## config.mk

```make
export PLATFORM = sky130hd
export DESIGN_NAME = mpu_region_desc
export DESIGN_NICKNAME = d
export VERILOG_FILES = /design/src/rtl/mpu_rgn_pkg.sv /design/src/rtl/mpu_rgn_rst_sync.sv /design/src/rtl/mpu_rgn_regs.sv /design/src/rtl/mpu_rgn_perm.sv /design/src/rtl/mpu_rgn_hit.sv /design/src/rtl/mpu_region_desc.sv
export SDC_FILE = /design/constraint.sdc
export NUM_CORES = 1
export LEC_CHECK = 0
export CELL_PAD_IN_SITES_DETAIL_PLACEMENT = 0
export CELL_PAD_IN_SITES_GLOBAL_PLACEMENT = 1
export CORE_AREA = 2 2 136 138
export DETAILED_ROUTE_END_ITERATION = 10
export DIE_AREA = 0 0 138 140
export GPL_ROUTABILITY_DRIVEN = 0
export MAX_ROUTING_LAYER = met4
export PLACE_DENSITY = 0.84
export SLEW_MARGIN = 15
export SYNTH_ARGS = -nofsm -noshare
export SYNTH_HDL_FRONTEND = slang
export SYNTH_HIERARCHICAL = 1
export SYNTH_SLANG_ARGS = --single-unit
```

## constraint.sdc

```tcl
create_clock -name clk -period 3.95 [get_ports clk]
set_input_delay 0.395 -clock clk [delete_from_list [all_inputs] [get_ports clk]]
set_output_delay 0.395 -clock clk [all_outputs]
set_load 0.01 [all_outputs]
```

## src/rtl/mpu_rgn_pkg.sv

```systemverilog
package mpu_rgn_pkg;

  typedef enum logic [2:0] {
    SEL_LO    = 3'd0,
    SEL_HI    = 3'd1,
    SEL_CTRL  = 3'd2,
    SEL_TAG   = 3'd3,
    SEL_ALIAS = 3'd4,
    SEL_NONE  = 3'd7
  } rgn_sel_e;

  localparam int unsigned DATA_W      = 32;
  localparam int unsigned PERM_W      = 6;
  localparam int unsigned NUM_FULL_M  = 3;
  localparam int unsigned FIRST_RW_M  = 4;
  localparam int unsigned NUM_RW_M    = 3;
  localparam int unsigned RW_LSB      = 24;
  localparam logic [31:0] CTRL_KEEP   = 32'h3F03_FFFF;

endpackage

```

## src/rtl/mpu_rgn_rst_sync.sv

```systemverilog
module mpu_rgn_rst_sync #(
  parameter int unsigned STAGES = 2
) (
  input  logic clk,
  input  logic rst_n,
  output logic rst_sn
);

  logic [STAGES-1:0] sync_q;

  always_ff @(posedge clk or negedge rst_n) begin
    if (!rst_n) sync_q <= '0;
    else        sync_q <= {sync_q[STAGES-2:0], 1'b1};
  end

  assign rst_sn = sync_q[STAGES-1];

endmodule

```

## src/rtl/mpu_rgn_regs.sv

```systemverilog
module mpu_rgn_regs
  import mpu_rgn_pkg::*;
#(
  parameter int unsigned ADDR_W     = 32,
  parameter int unsigned PID_W      = 8,
  parameter int unsigned OFF_W      = 12,
  parameter int unsigned RGN_IDX    = 0,
  parameter int unsigned DESC_BASE  = 'h400,
  parameter int unsigned ALIAS_BASE = 'h800
) (
  input  logic              clk,
  input  logic              rst_sn,
  input  logic              cfg_wr,
  input  logic [OFF_W-1:0]  cfg_woff,
  input  logic [DATA_W-1:0] cfg_wdata,
  input  logic [OFF_W-1:0]  cfg_roff,
  output logic [DATA_W-1:0] cfg_rdata,
  output logic [ADDR_W-1:0] lo_q,
  output logic [ADDR_W-1:0] hi_q,
  output logic [DATA_W-1:0] ctrl_q,
  output logic [PID_W-1:0]  tag_q,
  output logic [PID_W-1:0]  mask_q,
  output logic              vld_q
);

  localparam logic [OFF_W-1:0] OFF_LO    = OFF_W'(DESC_BASE + 16 * RGN_IDX);
  localparam logic [OFF_W-1:0] OFF_HI    = OFF_W'(DESC_BASE + 16 * RGN_IDX + 4);
  localparam logic [OFF_W-1:0] OFF_CTRL  = OFF_W'(DESC_BASE + 16 * RGN_IDX + 8);
  localparam logic [OFF_W-1:0] OFF_TAG   = OFF_W'(DESC_BASE + 16 * RGN_IDX + 12);
  localparam logic [OFF_W-1:0] OFF_ALIAS = OFF_W'(ALIAS_BASE + 4 * RGN_IDX);
  localparam int unsigned      TAG_LSB   = DATA_W - 2 * PID_W;

  function automatic rgn_sel_e decode(input logic [OFF_W-1:0] off);
    if      (off == OFF_LO)    return SEL_LO;
    else if (off == OFF_HI)    return SEL_HI;
    else if (off == OFF_CTRL)  return SEL_CTRL;
    else if (off == OFF_TAG)   return SEL_TAG;
    else if (off == OFF_ALIAS) return SEL_ALIAS;
    else                       return SEL_NONE;
  endfunction

  rgn_sel_e          wsel, rsel;
  logic              reg_en;
  logic [ADDR_W-1:0] lo_d, hi_d;
  logic [DATA_W-1:0] ctrl_d;
  logic [PID_W-1:0]  tag_d, mask_d;
  logic              vld_d;

  assign wsel   = decode(cfg_woff);
  assign rsel   = decode(cfg_roff);
  assign reg_en = cfg_wr && (wsel != SEL_NONE);

  always_comb begin
    lo_d   = lo_q;
    hi_d   = hi_q;
    ctrl_d = ctrl_q;
    tag_d  = tag_q;
    mask_d = mask_q;
    vld_d  = vld_q;
    unique case (wsel)
      SEL_LO:    begin lo_d = cfg_wdata[ADDR_W-1:0]; vld_d = 1'b0; end
      SEL_HI:    begin hi_d = cfg_wdata[ADDR_W-1:0]; vld_d = 1'b0; end
      SEL_CTRL:  begin ctrl_d = cfg_wdata & CTRL_KEEP; vld_d = 1'b0; end
      SEL_ALIAS: ctrl_d = cfg_wdata & CTRL_KEEP;
      SEL_TAG: begin
        tag_d  = cfg_wdata[DATA_W-1 -: PID_W];
        mask_d = cfg_wdata[TAG_LSB +: PID_W];
        vld_d  = cfg_wdata[0];
      end
      default: ;
    endcase
  end

  always_ff @(posedge clk or negedge rst_sn) begin
    if (!rst_sn) begin
      lo_q   <= '0;
      hi_q   <= '0;
      ctrl_q <= '0;
      tag_q  <= '0;
      mask_q <= '0;
      vld_q  <= 1'b0;
    end else if (reg_en) begin
      lo_q   <= lo_d;
      hi_q   <= hi_d;
      ctrl_q <= ctrl_d;
      tag_q  <= tag_d;
      mask_q <= mask_d;
      vld_q  <= vld_d;
    end
  end

  always_comb begin
    unique case (rsel)
      SEL_LO:             cfg_rdata = DATA_W'(lo_q);
      SEL_HI:             cfg_rdata = DATA_W'(hi_q);
      SEL_CTRL, SEL_ALIAS: cfg_rdata = ctrl_q;
      SEL_TAG: begin
        cfg_rdata = '0;
        cfg_rdata[DATA_W-1 -: PID_W]  = tag_q;
        cfg_rdata[TAG_LSB +: PID_W]   = mask_q;
        cfg_rdata[0]                  = vld_q;
      end
      default:            cfg_rdata = '0;
    endcase
  end

endmodule

```

## src/rtl/mpu_rgn_perm.sv

```systemverilog
module mpu_rgn_perm
  import mpu_rgn_pkg::*;
#(
  parameter int unsigned MID_W = 3
) (
  input  logic [DATA_W-1:0] ctrl,
  input  logic [MID_W-1:0]  master,
  output logic [PERM_W-1:0] perm,
  output logic              tag_chk_en
);

  always_comb begin
    perm       = '0;
    tag_chk_en = 1'b0;
    for (int m = 0; m < int'(NUM_FULL_M); m++) begin
      if (int'(master) == m) begin
        perm       = ctrl[PERM_W*m +: PERM_W];
        tag_chk_en = ctrl[PERM_W*m + PERM_W - 1];
      end
    end
    for (int k = 0; k < int'(NUM_RW_M); k++) begin
      if (int'(master) == int'(FIRST_RW_M) + k) begin
        perm = {{(PERM_W-2){1'b0}}, ctrl[RW_LSB + 2*k +: 2]};
      end
    end
  end

endmodule

```

## src/rtl/mpu_rgn_hit.sv

```systemverilog
module mpu_rgn_hit #(
  parameter int unsigned ADDR_W = 32,
  parameter int unsigned PID_W  = 8
) (
  input  logic              vld,
  input  logic [ADDR_W-1:0] lo,
  input  logic [ADDR_W-1:0] hi,
  input  logic [ADDR_W-1:0] addr,
  input  logic              tag_chk_en,
  input  logic [PID_W-1:0]  tag_in,
  input  logic [PID_W-1:0]  tag_st,
  input  logic [PID_W-1:0]  tag_mask,
  output logic              hit
);

  logic in_rng;
  logic tag_ok;

  always_comb begin
    in_rng = (addr >= lo) && (addr <= hi);
    tag_ok = ((tag_in ^ tag_st) & ~tag_mask) == '0;
    hit    = vld && in_rng && (!tag_chk_en || tag_ok);
  end

endmodule

```

## src/rtl/mpu_region_desc.sv

```systemverilog
module mpu_region_desc
  import mpu_rgn_pkg::*;
#(
  parameter int unsigned ADDR_W     = 32,
  parameter int unsigned PID_W      = 8,
  parameter int unsigned MID_W      = 3,
  parameter int unsigned OFF_W      = 12,
  parameter int unsigned RGN_IDX    = 0,
  parameter int unsigned DESC_BASE  = 'h400,
  parameter int unsigned ALIAS_BASE = 'h800
) (
  input  logic              clk,
  input  logic              rst_n,
  input  logic              cfg_wr,
  input  logic [OFF_W-1:0]  cfg_woff,
  input  logic [31:0]       cfg_wdata,
  input  logic [OFF_W-1:0]  cfg_roff,
  output logic [31:0]       cfg_rdata,
  input  logic [MID_W-1:0]  acc_master,
  input  logic [PID_W-1:0]  acc_pid,
  input  logic [ADDR_W-1:0] acc_addr,
  output logic              acc_hit,
  output logic [5:0]        acc_perm
);

  logic              rst_sn;
  logic [ADDR_W-1:0] lo_q, hi_q;
  logic [DATA_W-1:0] ctrl_q;
  logic [PID_W-1:0]  tag_q, mask_q;
  logic              vld_q;
  logic              tag_chk_en;
  logic [PID_W-1:0]  eff_pid;

  mpu_rgn_rst_sync #(.STAGES(2)) u_rst (
    .clk    (clk),
    .rst_n  (rst_n),
    .rst_sn (rst_sn)
  );

  mpu_rgn_regs #(
    .ADDR_W(ADDR_W), .PID_W(PID_W), .OFF_W(OFF_W), .RGN_IDX(RGN_IDX),
    .DESC_BASE(DESC_BASE), .ALIAS_BASE(ALIAS_BASE)
  ) u_regs (
    .clk       (clk),
    .rst_sn    (rst_sn),
    .cfg_wr    (cfg_wr),
    .cfg_woff  (cfg_woff),
    .cfg_wdata (cfg_wdata),
    .cfg_roff  (cfg_roff),
    .cfg_rdata (cfg_rdata),
    .lo_q      (lo_q),
    .hi_q      (hi_q),
    .ctrl_q    (ctrl_q),
    .tag_q     (tag_q),
    .mask_q    (mask_q),
    .vld_q     (vld_q)
  );

  mpu_rgn_perm #(.MID_W(MID_W)) u_perm (
    .ctrl       (ctrl_q),
    .master     (acc_master),
    .perm       (acc_perm),
    .tag_chk_en (tag_chk_en)
  );

  // master 0 can only carry tag zero
  assign eff_pid = (acc_master == '0) ? '0 : acc_pid;

  mpu_rgn_hit #(.ADDR_W(ADDR_W), .PID_W(PID_W)) u_hit (
    .vld        (vld_q),
    .lo         (lo_q),
    .hi         (hi_q),
    .addr       (acc_addr),
    .tag_chk_en (tag_chk_en),
    .tag_in     (eff_pid),
    .tag_st     (tag_q),
    .tag_mask   (mask_q),
    .hit        (acc_hit)
  );

endmodule

```

==> out/qor.yml, run 1 <==
status: "finished, final reports clean"
start_util: 0.398
dp_hpwl_mm: 14.8
die_area_um2: 19300
drive_above_1_share: 0.201
timing.final.crit_share: 0.899
pin_count: 141
cts_hold_buf: 0
yosys_warnings: 6
wirelength_mm: 19.1
antenna_found_initial: 0
vias: 5359
reg2reg_depth: 1
tightest_slew_ns: 0.577
fin_worst_skew_ns: 0.00674
firstDrtPassIters: 5
die_h_um: 140
clk_pin_slew_ns: 0.07
final-max-slew-violation-count: 0
min_period_ns: 3.55
maxCapViolCount: 0
start_kind: "input port"
core_area_um2: 17800
die_w_um: 138
clock_latency_ns: 0.35
max-vdd-ir-drop_mv: 0.253
fin_nets: 965
max_slew_margin: 0.615
power.total_uw: 2290
grt_pass1_wl_mm: 30.0
grt_remaining_overflow: 0
postCtsSetupRepairBufs: 0
grt_usage: 0.205
tns_ns: 0
drtIter0Drc: 345
clock_path_buffers: 2
netlist_area_um2: 7080
num_antenna_cells: 0
p_leak_uw: 0.00398
synth_cells: 658
portBuffers: 140
num_rows: 49
dp_slack_ns: 0.388
final_area_um2: 8980
power_density_nw_per_um2: 255
cts-root-buf: "clkbuf_16"
setup_viol: 0
placed_area_um2: 8710
cts_resized: 0
cp-end-kind: "primary output"
syn2layout_area_growth_pct: 26.8
fmax_mhz: 282
rr_startpoint: "u_rst/sync_q[1]$_DFF_PN0_"
cp.arrival_ns: 3.16
rsz0062_at_grt: "no"
drc_errors: 0
syn_nets: 824
hp-class: "in -> async"
crit_type: "in -> out"
path_max_fanout: 2
final-hold-violation-count: 0
synth_area_per_cell_um2: 10.8
timing.final.ws_setup_ns: 0.398
postRouteAntennaNets: 0
cts.sinks: 107
avgRoutedWirePerCell_um: 18.5
grt_pass1_vias: 5555
routed_via_density: 5.19
r2r_end: "u_regs/ctrl_q[12]$_DFFE_PN0P_"
grt_max_degree: 43
cts_made_buffers: 9
rrSetupSlack_ns: 2.72
cts_tree: "yes"
worstPathRequired_ns: 3.56
h-tree-depth: 3
[layer usage]
metal,GRT usage,vias to the layer above,wire [µm]
li1,-,2621,-
met3,0.0253,21,733
met2,0.329,145,9110
met5,-,-,0
met1,0.275,2572,8920
met4,0.0618,0,354
[worst max-delay path by stage]
stage / from / end / cells after the start
after global routing: acc_master[1] / acc_hit / 9
final: acc_addr[0] / acc_hit / 11
after detailed placement: cfg_roff[7] / cfg_rdata[0] / 5
after CTS: cfg_roff[7] / cfg_rdata[0] / 5
after floorplan: u_rst/sync_q[1]$_DFF_PN0_ / u_regs/ctrl_q[0]$_DFFE_PN0P_ / 0
after global placement: cfg_roff[7] / cfg_rdata[0] / 5
[sequential cells by signal (all words and copies together) (netlist names)]
signal / flops
u_regs/ctrl_q: 24
u_regs/hi_q: 32
u_regs/lo_q: 32
u_regs/mask_q: 8
u_regs/tag_q: 8
u_regs/vld_q: 1
u_rst/sync_q: 2
[final cells by class]
class	count	area [µm²]
multi-input cells	456	3950
flip-flops and latches	107	2680
clock inverters	7	48.8
repair buffers	160	1550
well taps	229	287
fillers	1657	8800
clock buffers	9	225
inverters	65	244
[placed cells by master, fill, tap and decap left out, types with 20 or more instances in the layout]
cell type	n
mux2i_1	32
nand2_1	37
a21oi_1	40
mux2_2	89
clkdlybuf4s50_1	139
dfrtp_1	106
buf_4	20
inv_1	65
mux2_4	22
o21ai_0	28
ha_1	64
nor2_1	39
[power by group]
part	leakage [µW]	internal, µW	switching, µW
logic	0.00235	168	144
clock network	0.000136	432	430
registers	0.00149	1100	11.9
[metrics by stage]
stage / hold slack (ns) / instances / util
finish: 0.192 / 1033 / 0.505
global route: 0.185 / 1033 / 0.505
CTS: 0.186 / 1033 / 0.505
detailed placement: 0.295 / 1017 / 0.490
global placement: 0.283 / 1017 / 0.490
floorplan: 0.0994 / 658 / -
[worst max-delay path, cell delays in order]
cell and delay [ns]:
clkdlybuf4s50_1 0.45, inv_1 0.06, ha_1 0.27, nand2b_4 0.15
a2111oi_4 0.33, nor4b_1 0.10, or4_4 0.50, a211oi_2 0.19
a211oi_1 0.07, buf_4 0.15, clkdlybuf4s50_1 0.48
(Power assumes the default switching activity.)
==> inputs of run 2 (changes only) <==
--- a/config.mk
+++ b/config.mk
@@ -5,6 +5,7 @@
 export SDC_FILE = /design/constraint.sdc
 export NUM_CORES = 1
 export LEC_CHECK = 0
+export ABC_CLOCK_PERIOD_IN_PS = 3950
 export CELL_PAD_IN_SITES_DETAIL_PLACEMENT = 0
 export CELL_PAD_IN_SITES_GLOBAL_PLACEMENT = 1
 export CORE_AREA = 2 2 136 138
@@ -13,7 +14,7 @@
 export GPL_ROUTABILITY_DRIVEN = 0
 export MAX_ROUTING_LAYER = met4
 export PLACE_DENSITY = 0.84
-export SLEW_MARGIN = 15
+export SLEW_MARGIN = 0
 export SYNTH_ARGS = -nofsm -noshare
 export SYNTH_HDL_FRONTEND = slang
 export SYNTH_HIERARCHICAL = 1
==> results of run 2 <==
The final DEF is identical to that of run 1; final timing and power are the same.
